[src/rtl/pacer_pkg.sv]
package pacer_pkg;
  localparam int RATE_W    = 3;
  localparam int NUM_RATES = 4;
  localparam int CNT_W     = 16;
  localparam int DWELL_W   = 16;
endpackage

[src/rtl/rate_divider.sv]
module rate_divider
  import pacer_pkg::*;
#(
  parameter int RATIO_A = 1,
  parameter int RATIO_B = 10,
  parameter int RATIO_C = 100,
  parameter int RATIO_D = 1000
) (
  input  logic              clk,
  input  logic              rst_n,
  input  logic              clr,
  input  logic              en,
  input  logic [RATE_W-1:0] code,
  output logic              base_tick
);
  localparam int RATIO_AB  = (RATIO_A > RATIO_B) ? RATIO_A : RATIO_B;
  localparam int RATIO_CD  = (RATIO_C > RATIO_D) ? RATIO_C : RATIO_D;
  localparam int RATIO_MAX = (RATIO_AB > RATIO_CD) ? RATIO_AB : RATIO_CD;
  localparam int DIV_W     = (RATIO_MAX > 1) ? $clog2(RATIO_MAX) : 1;
  localparam int RATIOS [NUM_RATES] = '{RATIO_A, RATIO_B, RATIO_C, RATIO_D};

  logic [DIV_W-1:0]     cnt_q, cnt_d;
  logic [NUM_RATES-1:0] code_ok;
  logic [NUM_RATES-1:0] at_end;

  // One decode slice per selectable ratio; code g+1 picks slice g.
  for (genvar g = 0; g < NUM_RATES; g++) begin : g_ratio
    assign code_ok[g] = (code == RATE_W'(g + 1));
    assign at_end[g]  = code_ok[g] && (cnt_q == DIV_W'(RATIOS[g] - 1));
  end

  assign base_tick = en && (|at_end);

  always_comb begin
    cnt_d = cnt_q;
    if (clr) begin
      cnt_d = '0;
    end else if (en && (|code_ok)) begin
      cnt_d = base_tick ? '0 : cnt_q + DIV_W'(1);
    end
  end

  always_ff @(posedge clk or negedge rst_n) begin
    if (!rst_n) cnt_q <= '0;
    else        cnt_q <= cnt_d;
  end
endmodule

[src/rtl/preset_counter.sv]
module preset_counter #(
  parameter int W = 16
) (
  input  logic         clk,
  input  logic         rst_n,
  input  logic         load,
  input  logic [W-1:0] load_val,
  input  logic         step,
  output logic         ovf
);
  logic [W-1:0] cnt_q, cnt_d;
  logic [W-1:0] reload_q, reload_d;

  // Overflow: the step that carries the count from all ones to zero.
  assign ovf = step && (&cnt_q);

  always_comb begin
    cnt_d    = cnt_q;
    reload_d = reload_q;
    if (load) begin
      cnt_d    = load_val;
      reload_d = load_val;
    end else if (step) begin
      cnt_d = ovf ? reload_q : cnt_q + W'(1);
    end
  end

  always_ff @(posedge clk or negedge rst_n) begin
    if (!rst_n) begin
      cnt_q    <= '0;
      reload_q <= '0;
    end else begin
      cnt_q    <= cnt_d;
      reload_q <= reload_d;
    end
  end
endmodule

[src/rtl/dwell_counter.sv]
module dwell_counter #(
  parameter int W = 16
) (
  input  logic         clk,
  input  logic         rst_n,
  input  logic         clr,
  input  logic [W-1:0] limit_in,
  input  logic         ovf,
  output logic         fire
);
  logic [W-1:0] cnt_q, cnt_d;
  logic [W-1:0] lim_q, lim_d;

  assign fire = ovf && (cnt_q == lim_q - W'(1));

  always_comb begin
    cnt_d = cnt_q;
    lim_d = lim_q;
    if (clr) begin
      cnt_d = '0;
      lim_d = (limit_in == '0) ? W'(1) : limit_in;
    end else if (ovf) begin
      cnt_d = fire ? '0 : cnt_q + W'(1);
    end
  end

  always_ff @(posedge clk or negedge rst_n) begin
    if (!rst_n) begin
      cnt_q <= '0;
      lim_q <= W'(1);
    end else begin
      cnt_q <= cnt_d;
      lim_q <= lim_d;
    end
  end
endmodule

[src/rtl/sample_pacer.sv]
module sample_pacer
  import pacer_pkg::*;
#(
  parameter int RATIO_A = 1,
  parameter int RATIO_B = 10,
  parameter int RATIO_C = 100,
  parameter int RATIO_D = 1000
) (
  input  logic               clk,
  input  logic               rst_n,
  input  logic [RATE_W-1:0]  rate_sel,
  input  logic [CNT_W-1:0]   preset,
  input  logic [DWELL_W-1:0] dwell,
  input  logic               start,
  input  logic               stop,
  output logic               tick_o,
  output logic               strobe_o,
  output logic               running_o,
  output logic               error_o
);
  logic              rst_meta_q, rst_sync_n;
  logic              running_q, running_d;
  logic              error_q, error_d;
  logic [RATE_W-1:0] rate_q, rate_d;
  logic              tick_q, tick_d;
  logic              strobe_q, strobe_d;
  logic              start_ok, start_bad;
  logic              active, base_tick, ovf, fire;

  // Reset is asserted asynchronously and released on a clock edge.
  always_ff @(posedge clk or negedge rst_n) begin
    if (!rst_n) begin
      rst_meta_q <= 1'b0;
      rst_sync_n <= 1'b0;
    end else begin
      rst_meta_q <= 1'b1;
      rst_sync_n <= rst_meta_q;
    end
  end

  assign start_ok  = start && !stop && !running_q &&  preset[CNT_W-1];
  assign start_bad = start && !stop && !running_q && !preset[CNT_W-1];
  assign active    = running_q && !stop;

  rate_divider #(
    .RATIO_A(RATIO_A), .RATIO_B(RATIO_B), .RATIO_C(RATIO_C), .RATIO_D(RATIO_D)
  ) u_div (
    .clk      (clk),
    .rst_n    (rst_sync_n),
    .clr      (start_ok),
    .en       (active),
    .code     (rate_q),
    .base_tick(base_tick)
  );

  preset_counter #(.W(CNT_W)) u_cnt (
    .clk     (clk),
    .rst_n   (rst_sync_n),
    .load    (start_ok),
    .load_val(preset),
    .step    (base_tick),
    .ovf     (ovf)
  );

  dwell_counter #(.W(DWELL_W)) u_dwell (
    .clk     (clk),
    .rst_n   (rst_sync_n),
    .clr     (start_ok),
    .limit_in(dwell),
    .ovf     (ovf),
    .fire    (fire)
  );

  always_comb begin
    running_d = running_q;
    error_d   = error_q;
    rate_d    = rate_q;
    if (stop) begin
      running_d = 1'b0;
    end else if (start_ok) begin
      running_d = 1'b1;
      error_d   = 1'b0;
      rate_d    = rate_sel;
    end else if (start_bad) begin
      error_d = 1'b1;
    end
    tick_d   = ovf;
    strobe_d = fire;
  end

  always_ff @(posedge clk or negedge rst_sync_n) begin
    if (!rst_sync_n) begin
      running_q <= 1'b0;
      error_q   <= 1'b0;
      rate_q    <= '0;
      tick_q    <= 1'b0;
      strobe_q  <= 1'b0;
    end else begin
      running_q <= running_d;
      error_q   <= error_d;
      rate_q    <= rate_d;
      tick_q    <= tick_d;
      strobe_q  <= strobe_d;
    end
  end

  assign tick_o    = tick_q;
  assign strobe_o  = strobe_q;
  assign running_o = running_q;
  assign error_o   = error_q;
endmodule

[config.mk]
export PLATFORM = sky130hd
export DESIGN_NAME = sample_pacer
export DESIGN_NICKNAME = d
export VERILOG_FILES = /design/src/rtl/pacer_pkg.sv /design/src/rtl/rate_divider.sv /design/src/rtl/preset_counter.sv /design/src/rtl/dwell_counter.sv /design/src/rtl/sample_pacer.sv
export SDC_FILE = /design/constraint.sdc
export NUM_CORES = 1
export LEC_CHECK = 0
export ABC_AREA = 1
export ABC_CLOCK_PERIOD_IN_PS = 2700
export BUFFER_PORTS_ARGS = -buffer_cell sky130_fd_sc_hd__buf_2
export CELL_PAD_IN_SITES_DETAIL_PLACEMENT = 1
export CELL_PAD_IN_SITES_GLOBAL_PLACEMENT = 1
export CORE_ASPECT_RATIO = 1.5
export CORE_UTILIZATION = 40
export DETAILED_ROUTE_END_ITERATION = 16
export GPL_TIMING_DRIVEN = 0
export MAX_ROUTING_LAYER = met4
export PLACE_DENSITY_LB_ADDON = 0.1
export RECOVER_POWER = 100
export SLEW_MARGIN = 20
export SYNTH_ARGS = -nofsm -noshare
export SYNTH_HDL_FRONTEND = slang
export SYNTH_SLANG_ARGS = --single-unit
[constraint.sdc]
create_clock -name clk -period 2.7 [get_ports clk]
set_input_delay 0.405 -clock clk [delete_from_list [all_inputs] [get_ports clk]]
set_output_delay 0.405 -clock clk [all_outputs]
set_load 0.1 [all_outputs]
==> results.toml <==
[final_layout]
fin_nets = 867
n_antenna_cell = 0
multi_input_area_mm2 = 0.00277
seq_area_mm2 = 0.00208
drive_gt1_share_pct = 11.7
filler_cell_count = 1724
final_cell_count_no_fill = 986
syn_to_final_growth_pct = 13.0
fin_util_pct = 46.6

[placed_design]
dpl.hpwl_mm = 12.2
pre_cts_slack_ns = 0.342
place.gp.congestion = 0.877
numPlacedInstances = 969
io_buffers = 42

[sta]
slew_headroom_pct = 16.9
fin_ws_ns = 0.282
hold_viol = 0
finalCritPeriodShare_pct = 89.6
setup_viol = 0
fmax_ghz = 0.414
timing.hold.ws_ns = 0.281
drv_slew = 0
rsz0062_at_grt = "false"
worstMarginPinSlew_ns = 1.25
clock_skew_ns = 0.0106
period_needed_ns = 2.42

[synth]
ys_types = 41
yosys_register_bits = 83
yosysSeqAreaShare_pct = 38.7
yosys-top-cells-area = "dfrtp_1, nand2_1, nand3_1, inv_1, nor2_1"
synth_top_area_share_pct = 38.2
synth_nets = 812
ys_warn_count = 0
yosysTopAreaCell = "dfrtp_1"
synthCells = 767
avgSynthCellArea_um2 = 7.00
syn_area_mm2 = 0.00537

[clock_tree]
cts_inserted_buffers = 9
cts_tree = "built"
cts.sinks = 83
htree_levels = 3
clk_latency_ns = 0.34
cts-root-buf = "clkbuf_16"
clk_pin_slew_ns = 0.06
cts.path.max_buffers = 2
post-cts-setup-buffers = 0

[die]
die-area_mm2 = 0.0139
fp.coreArea_mm2 = 0.0130
die_x_um = 96.6
num_rows = 51
start_util_pct = 41.2
die_y_um = 144
ioPinCount = 43

[worst_setup_path]
reg2reg_from = "u_dwell.lim_q[0]"
arrival_ns = 2.64
r2r_end = "u_dwell.cnt_q[5]"
worstRegToRegCells = 12
rrSetupSlack_ns = 0.28
crit_type = "reg2reg"
cp_data_required_time_ns = 2.92
cp-end-kind = "flop"
worstSetupStartpointType = "flop"
path_max_fanout = 10

[drt]
num_vias = 5067
drc = 0
antenna_left = 0
viasPerCell = 5.14
firstDrtPassIters = 4
drt_iter0_drc = 125
wirelength_mm = 15.7
wl_per_cell_um = 15.9

[global_route]
grt_pass1_vias = 5484
overflow = 0
grt_pass1_wl_mm = 26.1
grt_max_degree = 54
antenna_found_initial = 0
grtUsageTotal_pct = 25.5

[power]
power_leakage_nw = 3.20
power_density_mw_per_mm2 = 697
peakVddDrop_uv = 380
power.total_mw = 4.23

[flow_run]
cap_viol_max_count = 0

[hold_path]
hp-start = "dwell[9]"
hold_class = "in2reg"
whs_endpoint = "u_dwell.lim_q[9]"
whs_path_depth = 3

[status]
status = "finished, final reports clean"
-- how the worst max path moves through the flow --
stage | from | cells past startpoint | slack (ns) | end
final | u_dwell.lim_q[0] | 12 | 0.28 | u_dwell.cnt_q[5]
after floorplan | rst_sync_n | 0 | 0.22 | error_o
after global placement | rst_sync_n | 0 | -0.83 | u_dwell.lim_q[11]
after detailed placement | u_dwell.lim_q[0] | 12 | 0.34 | u_dwell.cnt_q[10]
after CTS | u_dwell.lim_q[0] | 12 | 0.32 | u_dwell.cnt_q[5]
after global routing | u_dwell.lim_q[0] | 12 | 0.1 | u_dwell.cnt_q[7]
-- sequential cells by signal (all words and copies together) (netlist names), 3 cells and up --
register	flops
rate_q	3
u_cnt.cnt_q	16
u_dwell.cnt_q	16
u_div.cnt_q	10
u_dwell.lim_q	16
u_cnt.reload_q	16
-- synthesized netlist by cell type (all sizes together) --
master and count:
inv 88, nand3b 1, nand3 68, and2 1
nor4 5, dfstp 1, nor2 77, a21oi 9
or3 1, o221a 1, nor3b 2, ha 6
buf 22, dfrtp 82, conb 1, xor2 26
nand2 282, o21ai 33, o21bai 1, o211ai 7
nor3 11, or2 3, a31oi 1, a22oi 1
xnor2 13, nand4 18, clkbuf 6
-- cell families after synthesis --
logic type               Yosys count  share of synthesized area [%]
AO/OA/AOI/OAI                     53                           5.50
XOR/XNOR                          39                           6.36
adder cells (fa/ha/maj)            6                           1.40
buffers and inverters            116                           9.51
flip-flops                        83                           38.7
other                              1                         0.0699
AND/OR/NAND/NOR                  469                           38.4
-- layout by cell type (no fill, tap or decap), drive strengths merged --
master	instances
clkinv	1
or2	3
nor4	5
dlygate4sd3	1
or3	1
xor2	26
dfstp	1
nand4	18
nor3	11
o221a	1
and2	1
clkinvlp	2
a22oi	1
nand3	68
nor3b	2
o21bai	1
a21oi	9
nand3b	1
buf	55
ha	6
dfrtp	82
o211ai	7
conb	1
o21ai	33
nor2	77
bufinv	1
xnor2	13
nand2	282
inv	88
a31oi	1
clkbuf	28
-- critical path, cell delays in order (launching register included) --
cell and delay (ns):
dfstp_2 0.56, inv_1 0.10, ha_1 0.32, xnor2_1 0.13, nor2_1 0.20, o21ai_0 0.13, nor2_1 0.12, nand3_1 0.08
nor2_1 0.11, nand3_1 0.20, buf_6 0.22, nand3_1 0.06, nand2_1 0.06
-- power breakdown --
group / total (mW) / switching, mW / internal (mW)
Sequential: 1.77 / 0.286 / 1.48
Clock: 1.28 / 0.509 / 0.767
Combinational: 1.19 / 0.739 / 0.446
Total: 4.23 / 1.53 / 2.69
-- area by class of cell --
class	instances	share of cell area (%)
Multi-Input combinational cell	568	45.6
Sequential cell	83	34.3
Inverter	88	5.45
Clock buffer	12	4.23
Timing Repair Buffer	44	3.65
Tap cell	159	3.28
Buffer	28	2.68
Clock inverter	4	0.825
-- timing repair --
action | 4_1_cts | 5_1_grt
hold endpoints to repair | 2 | 0
resized for setup | 0 | 0
hold buffers | 1 | 0
-- per-stage QoR --
step,TNS [ns],area [µm²]
after global routing,0,6060
after CTS,0,6120
after detailed placement,0,5810
final,0,6060
after global placement,-65.88,5780
after floorplan,0,5370
-- routing by layer --
layer | part of all wire (%) | track usage, %
met1 | 38 | 25.2
met2 | 57 | 49.0
met3 | 1.6 | 3.23
met4 | 3.1 | 9.75
met5 | 0 | -
Note: power is estimated with default switching activity, not from simulation.
